File: src/rtl/zrun_pkg.sv
// Shared constants and types for the zero-run compressor.
// Assumes byte-wide data. At most three bytes are produced per step.
package zrun_pkg;
    localparam int BYTE_W   = 8;
    localparam int MAX_PUSH = 3;
    localparam int PUSH_W   = 2;

    typedef logic [BYTE_W-1:0] byte_t;

    // Sequencer phase: taking data, closing a run, padding token, end marker
    typedef enum logic [1:0] {
        PH_DATA  = 2'd0,
        PH_FLUSH = 2'd1,
        PH_PAD   = 2'd2,
        PH_END   = 2'd3
    } phase_e;
endpackage

File: src/rtl/zrun_outq.sv
// Small circular output queue. It takes up to MAX_PUSH bytes per cycle
// and pops one byte per accepted handshake.
// Assumes DEPTH is a power of two and that the producer never pushes
// more bytes than the reported free space.
module zrun_outq
    import zrun_pkg::*;
#(
    parameter int DEPTH = 4
) (
    input  logic                                  clk,
    input  logic                                  rst_n,
    input  logic [PUSH_W-1:0]                     push_n,
    input  logic [MAX_PUSH-1:0][BYTE_W-1:0]       push_b,
    output logic                                  out_valid,
    input  logic                                  out_ready,
    output byte_t                                 out_data,
    output logic [$clog2(DEPTH):0]                level,
    output logic [$clog2(DEPTH):0]                free
);
    localparam int AW    = $clog2(DEPTH);
    localparam int LVL_W = AW + 1;

    byte_t              mem [DEPTH];
    logic [AW-1:0]      rd_ptr;
    logic [LVL_W-1:0]   count;
    logic               pop;

    // Pop on every handshake while data is present
    always_comb pop = (count != '0) && out_ready;

    // Pointer and occupancy update
    always_ff @(posedge clk) begin
        if (!rst_n) begin
            rd_ptr <= '0;
            count  <= '0;
        end else begin
            if (pop) rd_ptr <= rd_ptr + AW'(1);
            count <= count + LVL_W'(push_n) - LVL_W'(pop);
        end
    end

    // Write the pushed bytes into consecutive slots after the tail
    always_ff @(posedge clk) begin
        for (int i = 0; i < MAX_PUSH; i++) begin
            if (rst_n && (int'(push_n) > i))
                mem[rd_ptr + count[AW-1:0] + AW'(i)] <= push_b[i];
        end
    end

    // Head of queue drives the output port
    always_comb begin
        out_valid = (count != '0);
        out_data  = mem[rd_ptr];
        level     = count;
        free      = LVL_W'(DEPTH) - count;
    end
endmodule

File: src/rtl/zrun_encoder.sv
// Run counter and stream sequencer. It turns each accepted byte into
// 0 to 3 output bytes, then after the last byte emits the run flush,
// the padding token and the end marker, one step per phase.
// Assumes q_free is the queue's current free space. Input is taken only
// when the worst case of three bytes fits.
module zrun_encoder
    import zrun_pkg::*;
#(
    parameter int MAX_RUN = 255,
    parameter int PAD_LEN = 4,
    parameter int LVL_W   = 3
) (
    input  logic                              clk,
    input  logic                              rst_n,
    input  logic                              in_valid,
    input  byte_t                             in_data,
    input  logic                              in_last,
    output logic                              in_ready,
    input  logic [LVL_W-1:0]                  q_free,
    output logic [PUSH_W-1:0]                 push_n,
    output logic [MAX_PUSH-1:0][BYTE_W-1:0]   push_b
);
    localparam byte_t RUN_CAP  = BYTE_W'(MAX_RUN);
    localparam byte_t PAD_CODE = BYTE_W'(PAD_LEN);

    phase_e phase_q, phase_d;
    byte_t  cnt_q, cnt_d;
    logic   room_pair, room_all, take;

    // Next-state, push selection and input readiness
    always_comb begin
        phase_d   = phase_q;
        cnt_d     = cnt_q;
        push_n    = '0;
        push_b    = '0;
        room_pair = (q_free >= LVL_W'(2));
        room_all  = (q_free >= LVL_W'(MAX_PUSH));
        in_ready  = (phase_q == PH_DATA) && room_all;
        take      = in_valid && in_ready;
        case (phase_q)
            PH_DATA: begin
                if (take) begin
                    if (in_data == '0) begin
                        if (cnt_q == RUN_CAP) begin
                            push_n    = PUSH_W'(2);
                            push_b[1] = RUN_CAP;
                            cnt_d     = BYTE_W'(1);
                        end else begin
                            cnt_d = cnt_q + BYTE_W'(1);
                        end
                    end else if (cnt_q != '0) begin
                        push_n    = PUSH_W'(3);
                        push_b[1] = cnt_q;
                        push_b[2] = in_data;
                        cnt_d     = '0;
                    end else begin
                        push_n    = PUSH_W'(1);
                        push_b[0] = in_data;
                    end
                    if (in_last) phase_d = PH_FLUSH;
                end
            end
            PH_FLUSH: begin
                if (room_pair) begin
                    if (cnt_q != '0) begin
                        push_n    = PUSH_W'(2);
                        push_b[1] = cnt_q;
                    end
                    cnt_d   = '0;
                    phase_d = PH_PAD;
                end
            end
            PH_PAD: begin
                if (room_pair) begin
                    push_n    = PUSH_W'(2);
                    push_b[1] = PAD_CODE;
                    phase_d   = PH_END;
                end
            end
            default: begin
                if (room_pair) begin
                    push_n  = PUSH_W'(2);
                    phase_d = PH_DATA;
                end
            end
        endcase
    end

    // State registers with synchronous active-low reset
    always_ff @(posedge clk) begin
        if (!rst_n) begin
            phase_q <= PH_DATA;
            cnt_q   <= '0;
        end else begin
            phase_q <= phase_d;
            cnt_q   <= cnt_d;
        end
    end
endmodule

File: src/rtl/zrun_compressor.sv
// Top level of the zero-run compressor. It connects the run encoder to
// the output queue.
// Assumes QDEPTH >= MAX_PUSH + 1, QDEPTH a power of two, and
// MAX_RUN and PAD_LEN both within 1..255.
module zrun_compressor #(
    parameter int MAX_RUN = 255,
    parameter int PAD_LEN = 4,
    parameter int QDEPTH  = 4
) (
    input  logic       clk,
    input  logic       rst_n,
    input  logic       in_valid,
    input  logic [7:0] in_data,
    input  logic       in_last,
    output logic       in_ready,
    output logic       out_valid,
    output logic [7:0] out_data,
    input  logic       out_ready
);
    import zrun_pkg::*;

    localparam int LVL_W = $clog2(QDEPTH) + 1;

    logic [PUSH_W-1:0]               push_n;
    logic [MAX_PUSH-1:0][BYTE_W-1:0] push_b;
    logic [LVL_W-1:0]                q_level;
    logic [LVL_W-1:0]                q_free;

    zrun_encoder #(
        .MAX_RUN (MAX_RUN),
        .PAD_LEN (PAD_LEN),
        .LVL_W   (LVL_W)
    ) u_enc (
        .clk      (clk),
        .rst_n    (rst_n),
        .in_valid (in_valid),
        .in_data  (in_data),
        .in_last  (in_last),
        .in_ready (in_ready),
        .q_free   (q_free),
        .push_n   (push_n),
        .push_b   (push_b)
    );

    zrun_outq #(
        .DEPTH (QDEPTH)
    ) u_q (
        .clk       (clk),
        .rst_n     (rst_n),
        .push_n    (push_n),
        .push_b    (push_b),
        .out_valid (out_valid),
        .out_ready (out_ready),
        .out_data  (out_data),
        .level     (q_level),
        .free      (q_free)
    );
endmodule

File: config.mk
export PLATFORM = sky130hd
export DESIGN_NAME = zrun_compressor
export DESIGN_NICKNAME = d
export VERILOG_FILES = /design/src/rtl/zrun_pkg.sv /design/src/rtl/zrun_outq.sv /design/src/rtl/zrun_encoder.sv /design/src/rtl/zrun_compressor.sv
export SDC_FILE = /design/constraint.sdc
export NUM_CORES = 1
export LEC_CHECK = 0
export BUFFER_PORTS_ARGS = -buffer_cell sky130_fd_sc_hd__buf_2
export CORE_AREA = 2 2 73 75
export DETAILED_ROUTE_END_ITERATION = 10
export DIE_AREA = 0 0 75 77
export PLACE_DENSITY = 0.84
export SLEW_MARGIN = 20
export SYNTH_ARGS = -nofsm -noshare
export SYNTH_HDL_FRONTEND = slang
export SYNTH_SLANG_ARGS = --single-unit
File: constraint.sdc
create_clock -name clk -period 6.7 [get_ports clk]
set_input_delay 0.67 -clock clk [delete_from_list [all_inputs] [get_ports clk]]
set_output_delay 0.67 -clock clk [all_outputs]
set_load 0.05 [all_outputs]
# --- Word-level counts from Yosys, hierarchy flattened ---
# Memory sizes are Yosys's and may differ from the RTL's. A register that Yosys moved wholly into a read port is not among the register bits.
# Index checks and enable logic that the tools add are counted.
# W data, S select, Z words.
classes:
  n_shift: 0
  eq_ne: 8
  muxes: 41
  n_bitwise: 0
  addsub: 8
  n_lt_le_gt_ge: 5
  multipliers: 0
  reduce_logical: 14
  div_mod_pow: 0
ops:
  columns: ["cell", "n"]
  rows:
  - ["$mux W8", 14]
  - ["$mux W2", 14]
  - ["$mux W24", 1]
  - ["$pmux W8 S3", 1]
  - ["$mux W16", 1]
  - ["$pmux W8 S2", 1]
  - ["$add A8 B1 Y8 const B", 1]
  - ["$eq A8 B8 Y1 const B", 1]
  - ["$logic_not A8 Y1", 1]
  - ["$reduce_bool A8 Y1", 1]
  - ["$ge A3 B2 Y1 const B", 2]
  - ["$logic_and A1 B1 Y1", 6]
  - ["$mux W1", 6]
  - ["$ne A2 B1 Y1 const B", 3]
  - ["$pmux W2 S3", 1]
  - ["$reduce_and A5 Y1", 1]
  - ["$add A2 B1 Y2 const B", 2]
  - ["$gt A2 B1 Y1 const B", 2]
  - ["$pmux W2 S2", 1]
  - ["$reduce_and A4 Y1", 1]
  - ["$reduce_bool A2 Y1", 2]
  - ["$add A3 B2 Y3", 1]
  - ["$mux W3", 1]
  - ["$ne A3 B3 Y1 const B", 1]
  - ["10 further kinds", 10]
word_totals:
  rom_bits: 0
  mem_bits_rw: 32
  output_inout_bits: 10
  n_memories: 1
  word_cells: 81
  reg_bits: 15
  latch_bits: 0
memory_table:
  columns: ["memory", "words", "width", "read_ports", "rd_ports_with_merged_regs", "wr", "line_no", "rtl"]
  rows:
  - ["u_q.mem", 4, 8, 1, 1, 3, "zrun_outq.sv:23", "byte_t mem [DEPTH];"]

# --- Logic depth before layout (Yosys ltp) ---
depth:
  ltp_word: 10
  mapped_depth: 11
  ltp_nobuf: 11

# --- Hierarchy ---
# A second synthesis with hierarchy kept.
unflattened:
  hier_cells: 330
  area_unflattened_um2: 3337.0
modules_own_cells:
  columns: ["module", "cells_per_inst", "area_each_um2", "seq_area_each_um2", "n_inst"]
  rows:
  - ["zrun_outq", 187, 2321.0, 1101.1, 1]
  - ["zrun_encoder", 143, 1016.0, 200.2, 1]

# --- Worst setup path before layout ---
# OpenSTA, ideal clock, no wires.
synth_timing:
  path_type: "register to register"
  startpoint: "reg u_q.count[1], in the netlist u_q.level[1]"
  endpoint: "mem u_q.mem[2][0] (netlist name) (enable)"
  stages_incl_launch_ff: 9
  setup_time_ns: 0.388
  setup_slack_ns: 3.747
  period_less_slack_ns: 2.953
  t_arrival_ns: 2.565
  cell_sequence: "dfxtp_1 > inv_1 > ha_1 > ha_1 > or3b_2 > nand2_1 > a211oi_4 > a21oi_1 > o311ai_1"
synth_lines:
  columns: ["item", "line_no", "rtl"]
  rows:
  - ["start, declared", "zrun_outq.sv:25", "logic [LVL_W-1:0] count;"]
  - ["start signal, assigned", "zrun_outq.sv:38", "count <= count + LVL_W'(push_n) - LVL_W'(pop);"]
  - ["end, declared", "zrun_outq.sv:23", null]

==> reports/results.txt <==
Measured slew at the worst slew-check pin: 0.913 ns
Layout fillers: 380
Die width: 75 um
Commonest non-fill, non-tap cells in the layout: 32 x edfxtp_1, 22 x buf_2, 20 x nand2_1
Unrepaired setup endpoints after global routing: false
CTS Buffer Depth: 2
Most used DFF post-synth: edfxtp_1
WL final: 6.95 mm
Drt first-iter violations: 456
Slowest cell delay on critical path: 0.78 ns
Io pins: 23
Worst setup EP type: register
Pwr Density: 435 nW/um2
Area share of the leading cell type in the synthesized netlist: 30.6%
Placer Congestion: 0.896
Fraction of the cycle the final worst path needs: 46.9%
Critical path's slowest cell: o211ai_1
Cells after Synth: 281
Cell repeated most along the worst path: ha_1
HPWL Detailed: 5.20 mm
Post-route setup TNS: 0 ns
Total CTS buffers: 5
Initial antenna violation count: 0
Biggest area consumer among synthesized cells: edfxtp_1
Crit path buf inv count: 1
WL per Instance: 18.6 um
Outcome: finished clean
Die H: 77 um
Largest net degree at the start of global routing: 17
Hold Vio Cnt, Final: 0
Crit path cell chain: inv_1, ha_1, ha_1, or3b_2, nand2_1, a211oi_4, a21oi_1, o211ai_1
Peak supply drop: 0.369 mV
Critical path arrival: 3.08 ns
CP delay by family, top: compound AO/OA/AOI/OAI gates
CP Data Required Time: 6.64 ns
# diodes: 0
Syn_area_per_cell: 11.2 um2
Worst hold slack: 0.546 ns
Setup CP Type: reg -> reg
Syn_nets: 309
Final setup skew: 0.00328 ns
Initial Util: 63.1%
Final slew viol count: 0
IO Port Bufs: 22
Synth Warn #: 0
GRT Total Usage: 25.9%
Register Area: 1300 um2
Setup Buffers After CTS: 0
Share of cells above drive strength 1: 18.8%
DIE AREA: 5780 um2
Most common cell after layout, fill and taps aside: edfxtp_1
Vias: 2,467
H-Tree Depth: 2
Post-synth EDFFs: 32
Global-route wire length before repair: 11.4 mm
Crit start category: register
Min Tclk post-route: 3.14 ns
Clk_lat worst skew: 0.30 ns
Synth cell types: 65
Area delta synth->final: 8.72%
Worst Hold Class: reg -> reg
Drt via density: 6.61
Max-Cap Viols: 0
Number of clock sinks: 49
CTS tree: yes
DRC viols: 0
Final Power: 1.49 mW
Pleak: 1.21 nW
Cell Area, Synth: 3140 um2
Nets: 330
Final core utilization: 68.7%
Max Freq: 318 MHz
Sequential cell area fraction in the yosys report: 41.4%
DRT Pass-1 Iters: 5
Worst-path clk slew: 0.09 ns
FFs w/ async S/R, synth: 0%
Rows: 26
Max-slew headroom: 38.9%
Core Area: 4980 um2
Setup violators final: 0
Hold-fix buffers, CTS: 0
Flops & latches, synth: 49
Area contributors post-synth: edfxtp_1 31%, dfxtp_1 11%, mux4_2 5.7%
Area of the multi-input gates: 1740 um2
Vias in the first global route: 2,359
Grt ovf: 0
Post-CTS resize count: 0
Critical-path maximum fanout: 8
Detail Route Antenna Nets: 0
Root Buffer: clkbuf_8
-- worst min-delay path, delay by kind of cell, from the launching register on --
family | cells | cell delay [ns]
DFF | 1 | 0.36
and+or+nand+nor | 1 | 0.09
AOI/OAI and AO/OA | 1 | 0.05
-- metrics by stage --
| step | worst slack, ns | std cells | area [um2] |
|---|---|---|---|
| finish | 3.56 | 373 | 3420 |
| global route | 3.34 | 373 | 3420 |
| CTS | 3.54 | 373 | 3420 |
| detailed placement | 3.56 | 365 | 3310 |
| global placement | 3.71 | 365 | 3310 |
| floorplan | 3.75 | 281 | 3140 |
-- state kept, by name, summed over array words and instances (netlist names), named ones only --
name and cells:
u_enc.phase_q 2, u_q.rd_ptr 2, u_q.level 3, u_enc.cnt_q 8, u_q.mem 32
-- synthesized netlist by cell type, types with 2 or more instances --
cell type	n
edfxtp_1	32
o211a_1	2
a21o_1	4
buf_2	3
and2_1	5
nand2_1	20
o21ai_0	7
nor4_4	2
nor4b_1	2
o211ai_1	3
clkbuf_1	5
or3_1	3
o221ai_1	16
and3_1	3
o21ai_4	3
nor2b_1	6
nor2_1	19
o21a_1	3
nand3_1	6
mux4_2	8
nor3_1	4
xnor2_1	3
a21oi_1	10
ha_1	14
and4_1	2
a211oi_4	3
o21ai_1	6
nand2b_1	3
a311oi_1	2
o2bb2ai_1	12
dfxtp_1	17
a31oi_1	3
mux2i_1	3
nand4_1	4
inv_1	12
o311ai_1	2
-- cell type report --
type | count | area share (%)
Multi-Input combinational cell | 209 | 51.0
Tap cell | 70 | 2.56
Timing Repair Buffer | 24 | 3.66
Sequential cell | 49 | 38.1
Clock buffer | 5 | 2.01
Clock inverter | 3 | 1.21
Inverter | 13 | 1.46
-- report_power, final --
group	total [mW]	internal (mW)	leakage [nW]	switching, mW
clock network	0.212	0.110	0.0518	0.102
registers	0.483	0.442	0.438	0.0419
logic	0.791	0.276	0.718	0.515
-- routing by layer --
metal / routed length (um) / vias up / track usage, %
met4: 202 / 0 / 9.64
met5: 0 / - / 0
met3: 403 / 22 / 3.94
met2: 3530 / 119 / 42.4
met1: 2810 / 1175 / 34.1
li1: - / 1151 / -
-- logic make-up after synthesis --
logic type | Yosys count | synth area share [%]
mux | 12 | 7.05
fa+ha+maj | 15 | 6.21
flops | 49 | 41.4
compound gates | 87 | 23.4
simple gates | 90 | 16.9
xor+xnor | 5 | 1.83
buf+inv | 23 | 3.14
-- path summary, 6_finish.rpt --
| check | from | to | slack (ns) | depth (start not counted) |
|---|---|---|---|---|
| max | u_q.level[1] | u_q.mem[0][5] | 3.56 | 8 |
| min | u_enc.cnt_q[1] | u_enc.cnt_q[1] | 0.55 | 2 |
| max reg2reg | u_q.level[1] | u_q.mem[0][5] | 3.56 | 8 |
| min reg2reg | u_enc.cnt_q[1] | u_enc.cnt_q[1] | 0.55 | 2 |
Note: power is estimated with default switching activity, not from simulation.
